## src/rtl/busy_trk_pkg.sv

```systemverilog
package busy_trk_pkg;

  typedef struct packed {
    logic enable;
    logic is_master;
    logic rx_only;
  } busy_cfg_t;

  function automatic logic master_chains(input busy_cfg_t cfg, input logic txq_empty);
    return cfg.is_master & (~txq_empty | cfg.rx_only);
  endfunction

endpackage

```

## src/rtl/busy_frame_track.sv

```systemverilog
module busy_frame_track
  import busy_trk_pkg::*;
(
  input  logic      clk,
  input  logic      rst_n,
  input  busy_cfg_t cfg,
  input  logic      xfer_start,
  input  logic      xfer_end,
  input  logic      txq_empty,
  input  logic      mode_fault,
  output logic      frame_d,
  output logic      frame_q
);

  logic fault_hit;

  assign fault_hit = cfg.is_master & mode_fault;

  // Priority: disable, then master fault, then start, then end
  always_comb begin
    frame_d = frame_q;
    if (!cfg.enable) begin
      frame_d = 1'b0;
    end else if (fault_hit) begin
      frame_d = 1'b0;
    end else if (xfer_start) begin
      frame_d = 1'b1;
    end else if (xfer_end) begin
      frame_d = master_chains(cfg, txq_empty);
    end
  end

  always_ff @(posedge clk or negedge rst_n) begin
    if (!rst_n) begin
      frame_q <= 1'b0;
    end else if (frame_d != frame_q) begin
      frame_q <= frame_d;
    end
  end

endmodule

```

## src/rtl/busy_gap_timer.sv

```systemverilog
module busy_gap_timer #(
  parameter int GAP_TICKS = 2
) (
  input  logic clk,
  input  logic rst_n,
  input  logic enable,
  input  logic is_master,
  input  logic xfer_end,
  input  logic sclk_tick,
  output logic gap_d,
  output logic gap_q
);

  generate
    if (GAP_TICKS == 0) begin : g_no_gap
      assign gap_d = 1'b0;
      assign gap_q = 1'b0;
    end else begin : g_gap
      localparam int CW = $clog2(GAP_TICKS + 1);
      localparam logic [CW-1:0] LOAD = CW'(GAP_TICKS);

      logic [CW-1:0] cnt_q;
      logic [CW-1:0] cnt_d;
      logic          cnt_en;

      always_comb begin
        cnt_d = cnt_q;
        if (!enable) begin
          cnt_d = '0;
        end else if (!is_master && xfer_end) begin
          cnt_d = LOAD;
        end else if (sclk_tick && cnt_q != '0) begin
          cnt_d = cnt_q - 1'b1;
        end
      end

      assign cnt_en = (cnt_d != cnt_q);
      assign gap_d  = (cnt_d != '0);
      assign gap_q  = (cnt_q != '0);

      always_ff @(posedge clk or negedge rst_n) begin
        if (!rst_n) begin
          cnt_q <= '0;
        end else if (cnt_en) begin
          cnt_q <= cnt_d;
        end
      end
    end
  endgenerate

endmodule

```

## src/rtl/busy_flag_reg.sv

```systemverilog
module busy_flag_reg (
  input  logic clk,
  input  logic rst_n,
  input  logic busy_d,
  input  logic stat_wr,
  input  logic stat_wdata,
  output logic busy,
  output logic stat_busy
);

  logic busy_q;
  logic upd_en;

  // Status writes reach this point and are dropped: the bit is read-only
  logic unused_wr;
  assign unused_wr = stat_wr & stat_wdata;

  assign upd_en = (busy_d != busy_q);

  always_ff @(posedge clk or negedge rst_n) begin
    if (!rst_n) begin
      busy_q <= 1'b0;
    end else if (upd_en) begin
      busy_q <= busy_d;
    end
  end

  assign busy      = busy_q;
  assign stat_busy = busy_q;

endmodule

```

## src/rtl/serial_busy_tracker.sv

```systemverilog
module serial_busy_tracker
  import busy_trk_pkg::*;
#(
  parameter int GAP_TICKS = 2
) (
  input  logic clk,
  input  logic rst_n,
  input  logic enable,
  input  logic is_master,
  input  logic rx_only,
  input  logic xfer_start,
  input  logic xfer_end,
  input  logic txq_empty,
  input  logic mode_fault,
  input  logic sclk_tick,
  input  logic stat_wr,
  input  logic stat_wdata,
  output logic busy,
  output logic stat_busy
);

  busy_cfg_t cfg;
  logic      frame_d, frame_q;
  logic      gap_d, gap_q;
  logic      busy_d;

  assign cfg = '{enable: enable, is_master: is_master, rx_only: rx_only};

  busy_frame_track u_frame (
    .clk       (clk),
    .rst_n     (rst_n),
    .cfg       (cfg),
    .xfer_start(xfer_start),
    .xfer_end  (xfer_end),
    .txq_empty (txq_empty),
    .mode_fault(mode_fault),
    .frame_d   (frame_d),
    .frame_q   (frame_q)
  );

  busy_gap_timer #(.GAP_TICKS(GAP_TICKS)) u_gap (
    .clk      (clk),
    .rst_n    (rst_n),
    .enable   (enable),
    .is_master(is_master),
    .xfer_end (xfer_end),
    .sclk_tick(sclk_tick),
    .gap_d    (gap_d),
    .gap_q    (gap_q)
  );

  assign busy_d = frame_d & ~gap_d;

  busy_flag_reg u_flag (
    .clk       (clk),
    .rst_n     (rst_n),
    .busy_d    (busy_d),
    .stat_wr   (stat_wr),
    .stat_wdata(stat_wdata),
    .busy      (busy),
    .stat_busy (stat_busy)
  );

endmodule

```

## config.mk

```make
export PLATFORM = sky130hd
export DESIGN_NAME = serial_busy_tracker
export DESIGN_NICKNAME = d
export VERILOG_FILES = /design/src/rtl/busy_trk_pkg.sv /design/src/rtl/busy_frame_track.sv /design/src/rtl/busy_gap_timer.sv /design/src/rtl/busy_flag_reg.sv /design/src/rtl/serial_busy_tracker.sv
export SDC_FILE = /design/constraint.sdc
export NUM_CORES = 1
export LEC_CHECK = 0
export BUFFER_PORTS_ARGS = -buffer_cell sky130_fd_sc_hd__buf_2
export CORE_AREA = 2 2 39 41
export DETAILED_ROUTE_END_ITERATION = 10
export DIE_AREA = 0 0 41 43
export PLACE_DENSITY_LB_ADDON = 0.08
export SYNTH_ARGS = -nofsm -noshare
export SYNTH_HDL_FRONTEND = slang
export SYNTH_SLANG_ARGS = --single-unit
```

## constraint.sdc

```tcl
create_clock -name clk -period 2.2 [get_ports clk]
set_input_delay 0.44 -clock clk [delete_from_list [all_inputs] [get_ports clk]]
set_output_delay 0.44 -clock clk [all_outputs]
set_load 0.01 [all_outputs]
```

== Yosys cells after proc, flatten, opt, wreduce, memory -nomap -nowiden ==
Cells that the tools add are included.

* Bits in registers: 4
* Bits of input ports: 12
* Output and inout port bits: 2

* Add/sub/neg operators: 1
* Equality and inequality tests: 3
* Multiplexer cells: 7
* Bitwise gates (word level): 6
* Reduce and logical (&&, ||, !) cells: 5

{| class="wikitable"
|+ Operator list
! cell !! number
|-
| 2-bit 2-to-1 mux || 3
|-
| 1-bit 2-to-1 mux || 4
|-
| 2-bit nonzero test || 2
|-
| 1-bit AND || 3
|-
| 1-bit logical AND || 2
|-
| 1-bit inequality test || 2
|-
| 2-bit inequality test || 1
|-
| 1-bit inverter || 2
|-
| 2-bit by 1-bit subtractor with 2-bit output, second input constant || 1
|-
| 1-bit zero test || 1
|-
| 1-bit bitwise OR || 1
|}

== Logic depth before layout (Yosys ltp) ==
* Word-level depth: 9
* Mapped depth: 6
* Depth with buffers taken out: 6

== By module ==
From an unflattened synthesis, not the netlist that was laid out.

* Cells, all modules: 28
* Area total of the unflattened synthesis: 271.5 um2

{| class="wikitable"
|+ Modules (own cells, without submodules)
! module !! times used !! cells an instance !! area each (um2) !! sequential area each (um2)
|-
| busy_gap_timer || 1 || 15 || 158.9 || 50.0
|-
| busy_frame_track || 1 || 9 || 62.6 || 25.0
|-
| busy_flag_reg || 1 || 3 || 36.3 || 25.0
|-
| serial_busy_tracker || 1 || 1 || 13.8 || 0.0
|}

== Worst setup path before layout ==
OpenSTA, ideal clock, no wires.

* Kind: reg-to-reg
* Start: register u_gap.g_gap.cnt_q[0]
* End: register u_gap.g_gap.cnt_q[1]
* Setup time: 66 ps
* Arrival time: 1210 ps
* Setup slack: 924 ps
* Cell stages (with the launch flop): 7
* Buffers on the path: 0
* Path through: dfrtp_1 -> inv_1 -> ha_1 -> nor2b_4 -> mux2_2 -> nand2_1 -> and2_1

* Cells in the longest elaborated chain, start to end: 6
* Elaborated cells between the ends (all ways): 7
* Classes of those cells: add/sub: 1; eq/ne: 1; mux: 3; reduce/logical: 2

{| class="wikitable"
|+ Ends and longest elaborated chain
! what !! line !! text
|-
| start: declaration || busy_gap_timer.sv:22 || <nowiki>logic [CW-1:0] cnt_q;</nowiki>
|-
| start signal: assignment || busy_gap_timer.sv:45 || <nowiki>cnt_q <= cnt_d;</nowiki>
|-
| parallel branches: the longest is 6 deep, another holds 2-bit by 1-bit subtractor with 2-bit output || -- ||
|}

Parallel ways; which one is timed is not known.
A chain may end at the register's enable or synchronous reset.

== Final worst setup path ==
Ends and elaborated chain as after synthesis.

==> flow_metrics.py <==
metrics = {
    "layout": {
        "area_growth_pct": 42.3,
        "layout.cells.most_common": "buf_2",
        "num-fill-cells": 156,
        "final_nets": 51,
        "diodes": 0,
        "drive_gt1_frac": 0.500,
        "final_cell_mix": "11 x buf_2, 4 x dfrtp_1, 3 x nand2_1, 3 x clkbuf_4, 2 x inv_1",
    },
    "critical_path": {
        "crit_path_cell_trace": "inv_1, ha_1, nor2b_4, mux2_2, nand2_1, and2_1",
        "cp_num_buf_inv": 1,
        "crit_path_max_incr_delay_ps": 340,
        "r2r_slack_ps": 850,
        "required_ps": 2370,
        "crit_type": "flop to flop",
        "crit_fanout": 2,
        "slowest_stage": "mux2_2",
        "cp.arrival_ps": 1520,
        "path_delay_family": "simple AND/OR/NAND/NOR gates",
        "critPathCaptureType": "flop",
        "setup.worst_path.start_class": "flop",
    },
    "placed_design": {
        "place_ws_ps": 845,
        "portBuffers": 11,
        "gp_congestion": 0.654,
    },
    "synthesis": {
        "synthAdderAreaFrac": 0.0529,
        "yosysTopAreaCell": "dfrtp_1",
        "synthMuxAreaShare": 0.0476,
        "yosysWarnings": 0,
        "synth_xor_area_frac": 0.0370,
        "syn_inst": 22,
        "yosysUniqueCellTypes": 16,
        "synth_compound_area_frac": 0.0370,
        "synth_seq_cells": 4,
        "synthDominantCellAreaShare": 0.423,
        "seq_area_frac_synth": 0.423,
        "syn_area_um2": 236,
        "synthTopCellsByArea": "dfrtp_1 42%, nor2b_4 5.8%, ha_1 5.3%",
        "synth_simple_gate_area_frac": 0.339,
        "avgSynthCellArea_um2": 10.7,
        "synth_fp_nets": 35,
        "synth_top_family_by_area": "simple AND/OR/NAND/NOR gates",
    },
    "detailed_routing": {
        "drt_wl_total_um": 412,
        "drcViolationCount": 0,
        "drt.antenna.violating_nets": 0,
        "num_vias": 190,
        "via_per_inst": 3.65,
        "first_pass_iters": 2,
        "drt-initial-drc-count": 3,
        "drt-wirelength-per-cell_um": 7.92,
    },
    "cts": {
        "insertion_delay_ps": 230,
        "cts_buffers": 3,
        "cts_max_path_buffers": 2,
        "clk_pin_slew_worst_paths_ps": 40,
        "cts.sinks": 4,
        "cts_resized": 0,
        "h-tree-depth": 1,
        "cts_setup_buffers": 0,
        "cts_root_buffer": "clkbuf_4",
        "tritoncts": "yes",
        "holdBufCountCts": 1,
    },
    "global_route": {
        "grt.total_usage": 0.0675,
        "overflow": 0,
        "grt_pass1_vias": 193,
        "antenna_found_initial": 0,
        "grt_pass1_wl_um": 717,
        "grt_max_degree": 5,
    },
    "timing": {
        "fmax_ghz": 0.740,
        "fin_crit_sh": 0.614,
        "whs_ps": 461,
        "hold_violations": 0,
        "max_slew_margin": 0.751,
        "setup_viol": 0,
        "worst_slew_pin_slew_ps": 371,
        "layout_setup_ws_ps": 849,
        "fin_crit_ps": 1350,
        "fin_skew_ps": 2.31,
        "slew_viol_final": 0,
        "rsz0062_at_grt": "false",
        "fin_tns_setup_ps": 0,
    },
    "floorplanning": {
        "die_area_um2": 1760,
        "die_w_um": 41,
        "start_util": 0.171,
        "coreArea_um2": 1380,
        "rows": 14,
        "die_y_um": 43,
        "ios": 14,
    },
    "pwr": {
        "combPwrFrac": 0.217,
        "p_sw_frac": 0.234,
        "p_per_area_nw_per_um2": 649,
        "peakVddDrop_uv": 133,
        "switchingPower_mw": 0.0511,
        "intPower_mw": 0.167,
        "finalPower_mw": 0.218,
        "sequentialPowerShare": 0.376,
        "power_leakage_nw": 0.173,
        "clock_power_share": 0.406,
    },
    "flow_run": {
        "cap_violations": 0,
    },
    "status": {
        "status": "completed",
    },
    "min_path": {
        "hp-class": "primary input to flop",
    },
}
==> registers in the layout (all words and copies together) (netlist names) <==
register and count:
u_gap.g_gap.cnt_q 2, u_flag.busy 1, u_frame.frame_q 1
==> per-stage QoR <==
stage,utilization,area (µm²),instances
finish,0.243,337,52
global route,0.243,337,52
CTS,0.243,337,52
detailed placement,0.220,304,48
global placement,0.220,304,48
floorplan,-,236,22
==> layout make-up <==
| cell class | instances | area (µm²) | area share |
|---|---|---|---|
| clock buffers | 3 | 22.5 | 0.0669 |
| inverters | 2 | 7.51 | 0.0223 |
| multi-input cells | 15 | 121 | 0.361 |
| flip-flops and latches | 4 | 100 | 0.297 |
| well taps | 16 | 20.0 | 0.0595 |
| repair buffers | 12 | 65.1 | 0.193 |
==> synth_stat cells <==
cell,n
a311oi_1,1
and2_1,1
and2b_1,1
and3_4,1
buf_4,1
dfrtp_1,4
ha_1,1
inv_1,2
mux2_2,1
nand2_1,3
nand2b_1,1
nor2_1,1
nor2b_4,1
nor4_2,1
or2b_1,1
xnor2_1,1
==> cell families after synthesis <==
kind of cell / after synthesis
buffers and inverters: 3
xor gates and xnor gates: 1
muxes: 1
DFF: 4
adders and majority gates: 1
AOI/OAI and AO/OA: 1
and+or+nand+nor: 11
==> worst reg2reg max path: stages, from the launching register on <==
cell,delay [ps]
dfrtp_1,320
inv_1,60
ha_1,220
nor2b_4,130
mux2_2,340
nand2_1,90
and2_1,130
==> path summary, 6_finish.rpt <==
kind,startpoint,to,cells after the start
max reg2reg,u_gap.g_gap.cnt_q[0],u_gap.g_gap.cnt_q[1],6
max in group asynchronous,rst_n,u_frame.frame_q,2
min,enable,u_gap.g_gap.cnt_q[1],2
max,u_gap.g_gap.cnt_q[0],u_gap.g_gap.cnt_q[1],6
min in group asynchronous,rst_n,u_gap.g_gap.cnt_q[0],2
min reg2reg,u_frame.frame_q,u_frame.frame_q,3
==> metal layers <==
metal	global-route usage	wire, µm	vias up
met2	0.0688	196	9
met4	0.120	0	0
met5	0	0	-
met3	0	29	0
met1	0.0877	187	81
li1	-	-	100
==> power groups by stage <==
stage / registers (mW) / logic (mW) / clock network, mW
final: 0.0822 / 0.0475 / 0.0887
after global routing: 0.0828 / 0.0538 / 0.100
after CTS: 0.0825 / 0.0486 / 0.0937
after detailed placement: 0.0834 / 0.0470 / 0
after global placement: 0.0831 / 0.0472 / 0
after floorplan: 0.0832 / 0.0321 / 0
Note: power is estimated with default switching activity, not from simulation.
